===== src/rtl/cipher_stream_pkg.sv =====
package cipher_stream_pkg;

  typedef enum logic [2:0] {
    S_IDLE, S_COLLECT, S_START, S_WAIT, S_SEND, S_GAP, S_DONE
  } ctrlState_e;

  // strobes from control to datapath
  typedef struct packed {
    logic shiftIn;
    logic captureOut;
    logic advanceTx;
    logic endBlock;
    logic clearFrame;
  } dpCtrl_t;

  // status from datapath to control
  typedef struct packed {
    logic lastByte;
    logic lastTx;
    logic lastBlock;
  } dpStat_t;

endpackage


===== src/rtl/cipher_stream_dp.sv =====
module cipher_stream_dp
  import cipher_stream_pkg::*;
#(
  parameter int BYTE_W  = 8,
  parameter int BLOCK_W = 128,
  parameter int BLOCKS  = 256
) (
  input  logic               clk,
  input  logic               rst,
  input  dpCtrl_t            ctl,
  input  logic [BYTE_W-1:0]  rxData,
  input  logic [BLOCK_W-1:0] cipherOut,
  output logic [BLOCK_W-1:0] blockBuf,
  output logic [BYTE_W-1:0]  txByte,
  output dpStat_t            stat
);
  localparam int NBYTES = BLOCK_W / BYTE_W;
  localparam int IDX_W  = $clog2(NBYTES);
  localparam int BLK_W  = (BLOCKS > 1) ? $clog2(BLOCKS) : 1;

  logic [BLOCK_W-1:0] collectReg;
  logic [BLOCK_W-1:0] resultReg;
  logic [IDX_W-1:0]   byteCnt;
  logic [IDX_W-1:0]   txIdx;
  logic [BLK_W-1:0]   blockCnt;

  always_ff @(posedge clk) begin
    if (rst) begin
      collectReg <= '0;
      resultReg  <= '0;
      byteCnt    <= '0;
      txIdx      <= '0;
      blockCnt   <= '0;
    end else begin
      if (ctl.shiftIn) begin
        // shifting in at the low end leaves the first byte on top
        collectReg <= {collectReg[BLOCK_W-BYTE_W-1:0], rxData};
        byteCnt    <= stat.lastByte ? '0 : byteCnt + 1'b1;
      end
      if (ctl.captureOut) resultReg <= cipherOut;
      if (ctl.advanceTx)  txIdx <= stat.lastTx ? '0 : txIdx + 1'b1;
      if (ctl.clearFrame)    blockCnt <= '0;
      else if (ctl.endBlock) blockCnt <= blockCnt + 1'b1;
    end
  end

  // byte selector: entry 0 is the most significant byte
  logic [BYTE_W-1:0] resBytes [NBYTES];
  for (genvar g = 0; g < NBYTES; g++) begin : g_sel
    assign resBytes[g] = resultReg[BLOCK_W-1-g*BYTE_W -: BYTE_W];
  end

  assign txByte         = resBytes[txIdx];
  assign blockBuf       = collectReg;
  assign stat.lastByte  = (byteCnt == IDX_W'(NBYTES - 1));
  assign stat.lastTx    = (txIdx == IDX_W'(NBYTES - 1));
  assign stat.lastBlock = (blockCnt == BLK_W'(BLOCKS - 1));
endmodule


===== src/rtl/cipher_stream_fsm.sv =====
module cipher_stream_fsm
  import cipher_stream_pkg::*;
(
  input  logic    clk,
  input  logic    rst,
  input  logic    rxValid,
  input  logic    txReady,
  input  logic    cipherDone,
  input  dpStat_t stat,
  output dpCtrl_t ctl,
  output logic    rxReady,
  output logic    txValid,
  output logic    cipherStart,
  output logic    frameDone
);
  ctrlState_e state, nextState;

  always_ff @(posedge clk) begin
    if (rst) state <= S_IDLE;
    else     state <= nextState;
  end

  always_comb begin
    nextState = state;
    ctl       = '0;
    unique case (state)
      S_IDLE:    nextState = S_COLLECT;
      S_COLLECT: if (rxValid) begin
        ctl.shiftIn = 1'b1;
        if (stat.lastByte) nextState = S_START;
      end
      S_START:   nextState = S_WAIT;
      S_WAIT:    if (cipherDone) begin
        ctl.captureOut = 1'b1;
        nextState      = S_SEND;
      end
      S_SEND:    if (txReady) begin
        ctl.advanceTx = 1'b1;
        if (stat.lastTx) begin
          ctl.endBlock   = 1'b1;
          ctl.clearFrame = stat.lastBlock;
          nextState      = stat.lastBlock ? S_DONE : S_COLLECT;
        end else begin
          nextState = S_GAP;
        end
      end
      S_GAP:     nextState = S_SEND;
      S_DONE:    nextState = S_IDLE;
      default:   nextState = S_IDLE;
    endcase
  end

  assign rxReady     = (state == S_COLLECT);
  assign txValid     = (state == S_SEND);
  assign cipherStart = (state == S_START);
  assign frameDone   = (state == S_DONE);
endmodule


===== src/rtl/cipher_stream_ctrl.sv =====
module cipher_stream_ctrl
  import cipher_stream_pkg::*;
#(
  parameter int BYTE_W  = 8,
  parameter int BLOCK_W = 128,
  parameter int BLOCKS  = 256,
  parameter logic [BLOCK_W-1:0] KEY = 128'h2b7e_1516_28ae_d2a6_abf7_1588_09cf_4f3c
) (
  input  logic               clk,
  input  logic               rst,
  input  logic [BYTE_W-1:0]  rxData,
  input  logic               rxValid,
  output logic               rxReady,
  output logic [BYTE_W-1:0]  txData,
  output logic               txValid,
  input  logic               txReady,
  output logic               cipherStart,
  output logic [BLOCK_W-1:0] cipherKey,
  output logic [BLOCK_W-1:0] cipherIn,
  input  logic               cipherDone,
  input  logic [BLOCK_W-1:0] cipherOut,
  output logic               frameDone
);
  dpCtrl_t ctl;
  dpStat_t stat;

  cipher_stream_fsm i_fsm (
    .clk(clk), .rst(rst), .rxValid(rxValid), .txReady(txReady),
    .cipherDone(cipherDone), .stat(stat), .ctl(ctl), .rxReady(rxReady),
    .txValid(txValid), .cipherStart(cipherStart), .frameDone(frameDone)
  );

  cipher_stream_dp #(.BYTE_W(BYTE_W), .BLOCK_W(BLOCK_W), .BLOCKS(BLOCKS)) i_dp (
    .clk(clk), .rst(rst), .ctl(ctl), .rxData(rxData), .cipherOut(cipherOut),
    .blockBuf(cipherIn), .txByte(txData), .stat(stat)
  );

  assign cipherKey = KEY;
endmodule


===== config.mk =====
export PLATFORM = sky130hd
export DESIGN_NAME = cipher_stream_ctrl
export DESIGN_NICKNAME = d
export VERILOG_FILES = /design/src/rtl/cipher_stream_pkg.sv /design/src/rtl/cipher_stream_dp.sv /design/src/rtl/cipher_stream_fsm.sv /design/src/rtl/cipher_stream_ctrl.sv
export SDC_FILE = /design/constraint.sdc
export NUM_CORES = 1
export LEC_CHECK = 0
export ABC_AREA = 1
export BUFFER_PORTS_ARGS = -buffer_cell sky130_fd_sc_hd__buf_2
export CAP_MARGIN = 20
export CORE_AREA = 10 10 239 196
export DETAILED_ROUTE_END_ITERATION = 8
export DIE_AREA = 0 0 249 206
export PLACE_DENSITY = 0.53
export RECOVER_POWER = 50
export SKIP_LAST_GASP = 1
export SYNTH_ARGS = -nofsm -noshare
export SYNTH_HDL_FRONTEND = slang
export SYNTH_SLANG_ARGS = --single-unit

===== constraint.sdc =====
create_clock -name clk -period 1.45 [get_ports clk]
set_clock_uncertainty 0.1 [all_clocks]
set_input_delay 0.2175 -clock clk [delete_from_list [all_inputs] [get_ports clk]]
set_output_delay 0.2175 -clock clk [all_outputs]
set_load 0.02 [all_outputs]

==> impl_metrics.yaml <==
clock_network:
  clk_pin_slew_worst_paths_ns: 0.06
  cts-buffers-inserted: 30
  cts.sinks: 275
  cts-root-buf: "clkbuf_16"
  htreeDepth: 1
  clk_latency_ns: 0.57
  cts.path.max_buffers: 3
  cts_tree: "done"
logic_synthesis:
  ys_async_sr_fraction: 0
  avgSynthCellArea_um2: 7.39
  synth_cell_types: 30
  ys_seq_area_frac: 0.457
  netlist.area_leader.share: 0.457
  synth_top_area_cell: "dfxtp_1"
  yosys-mux-area-fraction: 0
  synth_edf_count: 0
  synth_flop_cell: "dfxtp_1"
  synth_top_family_by_area: "compound AO/OA/AOI/OAI gates"
  synth_compound_area_frac: 0.190
  synthTopCellsByArea: "dfxtp_1 (46%), a21oi_1 (13%), nand2_1 (13%)"
  synth_cells: 1630
  synth-simple-area-share: 0.189
  ys_ff_latch: 275
  synthXorXnorAreaFrac: 0.00145
  yosysWarnings: 0
  synth_area_um2: 12100
  synthAdderAreaFrac: 0.00311
  synth_commonest_cells: "nand2_1 (416), a21oi_1 (314), dfxtp_1 (275), buf_4 (136), nand3_1 (108)"
  yosysMostFrequentCell: "nand2_1"
power:
  p_sw_frac: 0.278
  clockPowerShare: 0.392
  power.switching_mw: 5.38
  powerDensity_nw_per_um2: 953
  p_seq_frac: 0.405
  combPwrFrac: 0.204
  p_leak_nw: 8.78
  power.internal_mw: 13.9
  total_power_mw: 19.3
  peakVddDrop_uv: 798
worst_setup_path:
  cp_slowest_cell: "dfxtp_4"
  worstPathRequired_ns: 1.13
  end_kind: "output pin"
  critPathMostFrequentCell: "nand3_1"
  critPathBufInv: 3
  crit_chain: "clkbuf_16, buf_8, o21ai_1, nand3_1, nand3_1, nand3_2, buf_6"
  startpoint: "i_dp.txIdx[0]$_SDFFE_PP0P_"
  crit_family: "buffers and inverters"
  max_stage_delay_ns: 0.39
  critPathArrivalTime_ns: 1.97
  critPathLaunchType: "flip-flop"
  worst-path-max-fanout: 8
  ff2ff_path_depth: 10
  criticalPathCategory: "flip-flop to output pin"
  worstReg2RegStart: "i_dp.txIdx[0]$_SDFFE_PP0P_"
  cp.depth: 7
timing:
  drv_slew: 0
  hold_viol: 0
  fin_crit_sh: 1.58
  finalSetupViolations: 344
  postLayoutSetupSlackWorst_ns: -0.841
  finalCriticalPeriod_ns: 2.29
  fmax_mhz: 436
  grt_setup_unrepaired: "true"
  setup_tns_ns: -62.30
global_route:
  antenna_found_initial: 6
  grt_max_degree: 53
  grt_pass1_vias: 12400
  gr-usage-all-layers: 0.172
  overflow: 0
  grt_pass1_wl_um: 71500
outcome:
  failed_checks: "negative setup slack"
  status: "finished, violations left"
floorplan:
  start_util: 0.285
  core_area_um2: 42300
  fp-row-count: 68
  die_area_um2: 51300
  ioPinCount: 409
  die_x_um: 249
  die_h_um: 206
route:
  dr.pass1.iters: 5
  drt_first_iter_violations: 778
  wire_per_inst_um: 18.5
  wirelength_um: 50500
  via_per_inst: 4.68
  vias: 12800
  drcViolationCount: 0
  drtAntennaViolNets: 0
layout:
  fin_nets: 2290
  n_fill_cell: 3928
  layout-drive-gt1-share: 0.407
  synthToLayoutAreaGrowth_pct: 68.3
  fin_cells: 2727
placement:
  dp.cells: 2441
  hpwl_um: 30600
  gp_congestion: 0.818
  port_buffers: 280
worst_hold_path:
  hold_path.class: "input pin to flip-flop"
  min_from: "cipherDone"
  whs_path_depth: 4
job:
  drv_cap: 0
power by group through the flow:
stage               Sequential (mW)  Clock [mW]  Combinational, mW
floorplan                      7.97           0               1.48
global placement               7.96           0               1.91
detailed placement             7.96           0               1.92
CTS                            7.80        7.68               3.32
global route                   7.83        8.02               4.14
finish                         7.82        7.57               3.93
worst reg2reg max path, stage by stage (launching register included):
cell and delay, ns:
dfxtp_4 0.42, clkbuf_16 0.17, buf_8 0.12, buf_6 0.10, ha_4 0.13, inv_4 0.04
nor2_4 0.18, inv_4 0.08, nor2_4 0.16, nand3b_1 0.13, a21oi_2 0.15
layer usage:
metal / share of wire / GRT usage / routed length (um)
met5: 0.0013 / 0 / 64
met4: 0.016 / 0.0304 / 807
met3: 0.069 / 0.0497 / 3470
met2: 0.50 / 0.294 / 25000
met1: 0.42 / 0.214 / 21200
metrics by stage:
step / hold slack [ns] / util / area (um^2) / worst slack (ns)
after floorplan: 0.261 / - / 12600 / -0.0160
after global placement: 0.338 / 0.334 / 14100 / -0.256
after detailed placement: 0.346 / 0.334 / 14100 / -0.277
after CTS: 0.0651 / 0.442 / 18700 / -0.765
after global routing: 0.0869 / 0.480 / 20300 / -0.875
final: 0.0828 / 0.480 / 20300 / -0.841
kinds of logic after synthesis:
logic type	Yosys count
buffers and inverters	340
adder cells (fa/ha/maj)	3
flip-flops	275
AND/OR/NAND/NOR	558
XOR/XNOR	2
AO/OA/AOI/OAI	450
other	2
worst paths after layout:
check                                    end  slack [ns]
min          i_dp.resBytes[106]$_SDFFE_PP0P_        0.08
max                                txData[6]       -0.84
max reg2reg    i_dp.blockCnt[6]$_SDFFE_PP0P_       -0.40
min reg2reg   i_dp.resBytes[59]$_SDFFE_PP0P_        0.36
placed cells by master (no fill, tap or decap), types with 21 or more instances in the layout:
| cell type | instances |
|---|---|
| nand2_1 | 271 |
| dfxtp_1 | 248 |
| buf_2 | 246 |
| a21oi_1 | 178 |
| dlygate4sd3_1 | 138 |
| a21oi_2 | 134 |
| conb_1 | 128 |
| nand2_4 | 108 |
| nand3_1 | 97 |
| inv_1 | 84 |
| buf_4 | 71 |
| o21ai_0 | 48 |
| buf_6 | 43 |
| o21ai_1 | 42 |
| clkbuf_16 | 41 |
| buf_12 | 39 |
| nand2_2 | 38 |
| buf_16 | 27 |
| dfxtp_2 | 23 |
| o21ai_2 | 21 |
final cells by class:
cell class | instances | area, um^2 | share of cell area
Tap cell | 560 | 701 | 0.0345
Sequential cell | 275 | 5550 | 0.274
Antenna cell | 1 | 2.50 | 0.000123
Multi-Input combinational cell | 1142 | 6850 | 0.338
Inverter | 98 | 415 | 0.0205
Clock buffer | 42 | 877 | 0.0432
Timing Repair Buffer | 598 | 5770 | 0.284
Timing Repair inverter | 1 | 30.0 | 0.00148
Clock inverter | 10 | 90.1 | 0.00444
state kept, by name (all words and copies together), names as in the netlist:
name / cells
i_dp.blockBuf: 128
i_dp.resBytes: 128
i_dp.blockCnt: 8
i_dp.byteCnt: 4
i_dp.txIdx: 4
i_fsm.state: 3
repair_timing:
item,in CTS,in global routing
setup buffers,34,30
setup endpoints to repair,279,378
hold buffers,138,0
hold endpoints to repair,151,0
resized for setup,313,387
gates cloned,34,13
pin swaps,52,58
Note: power is estimated with default switching activity, not from simulation.
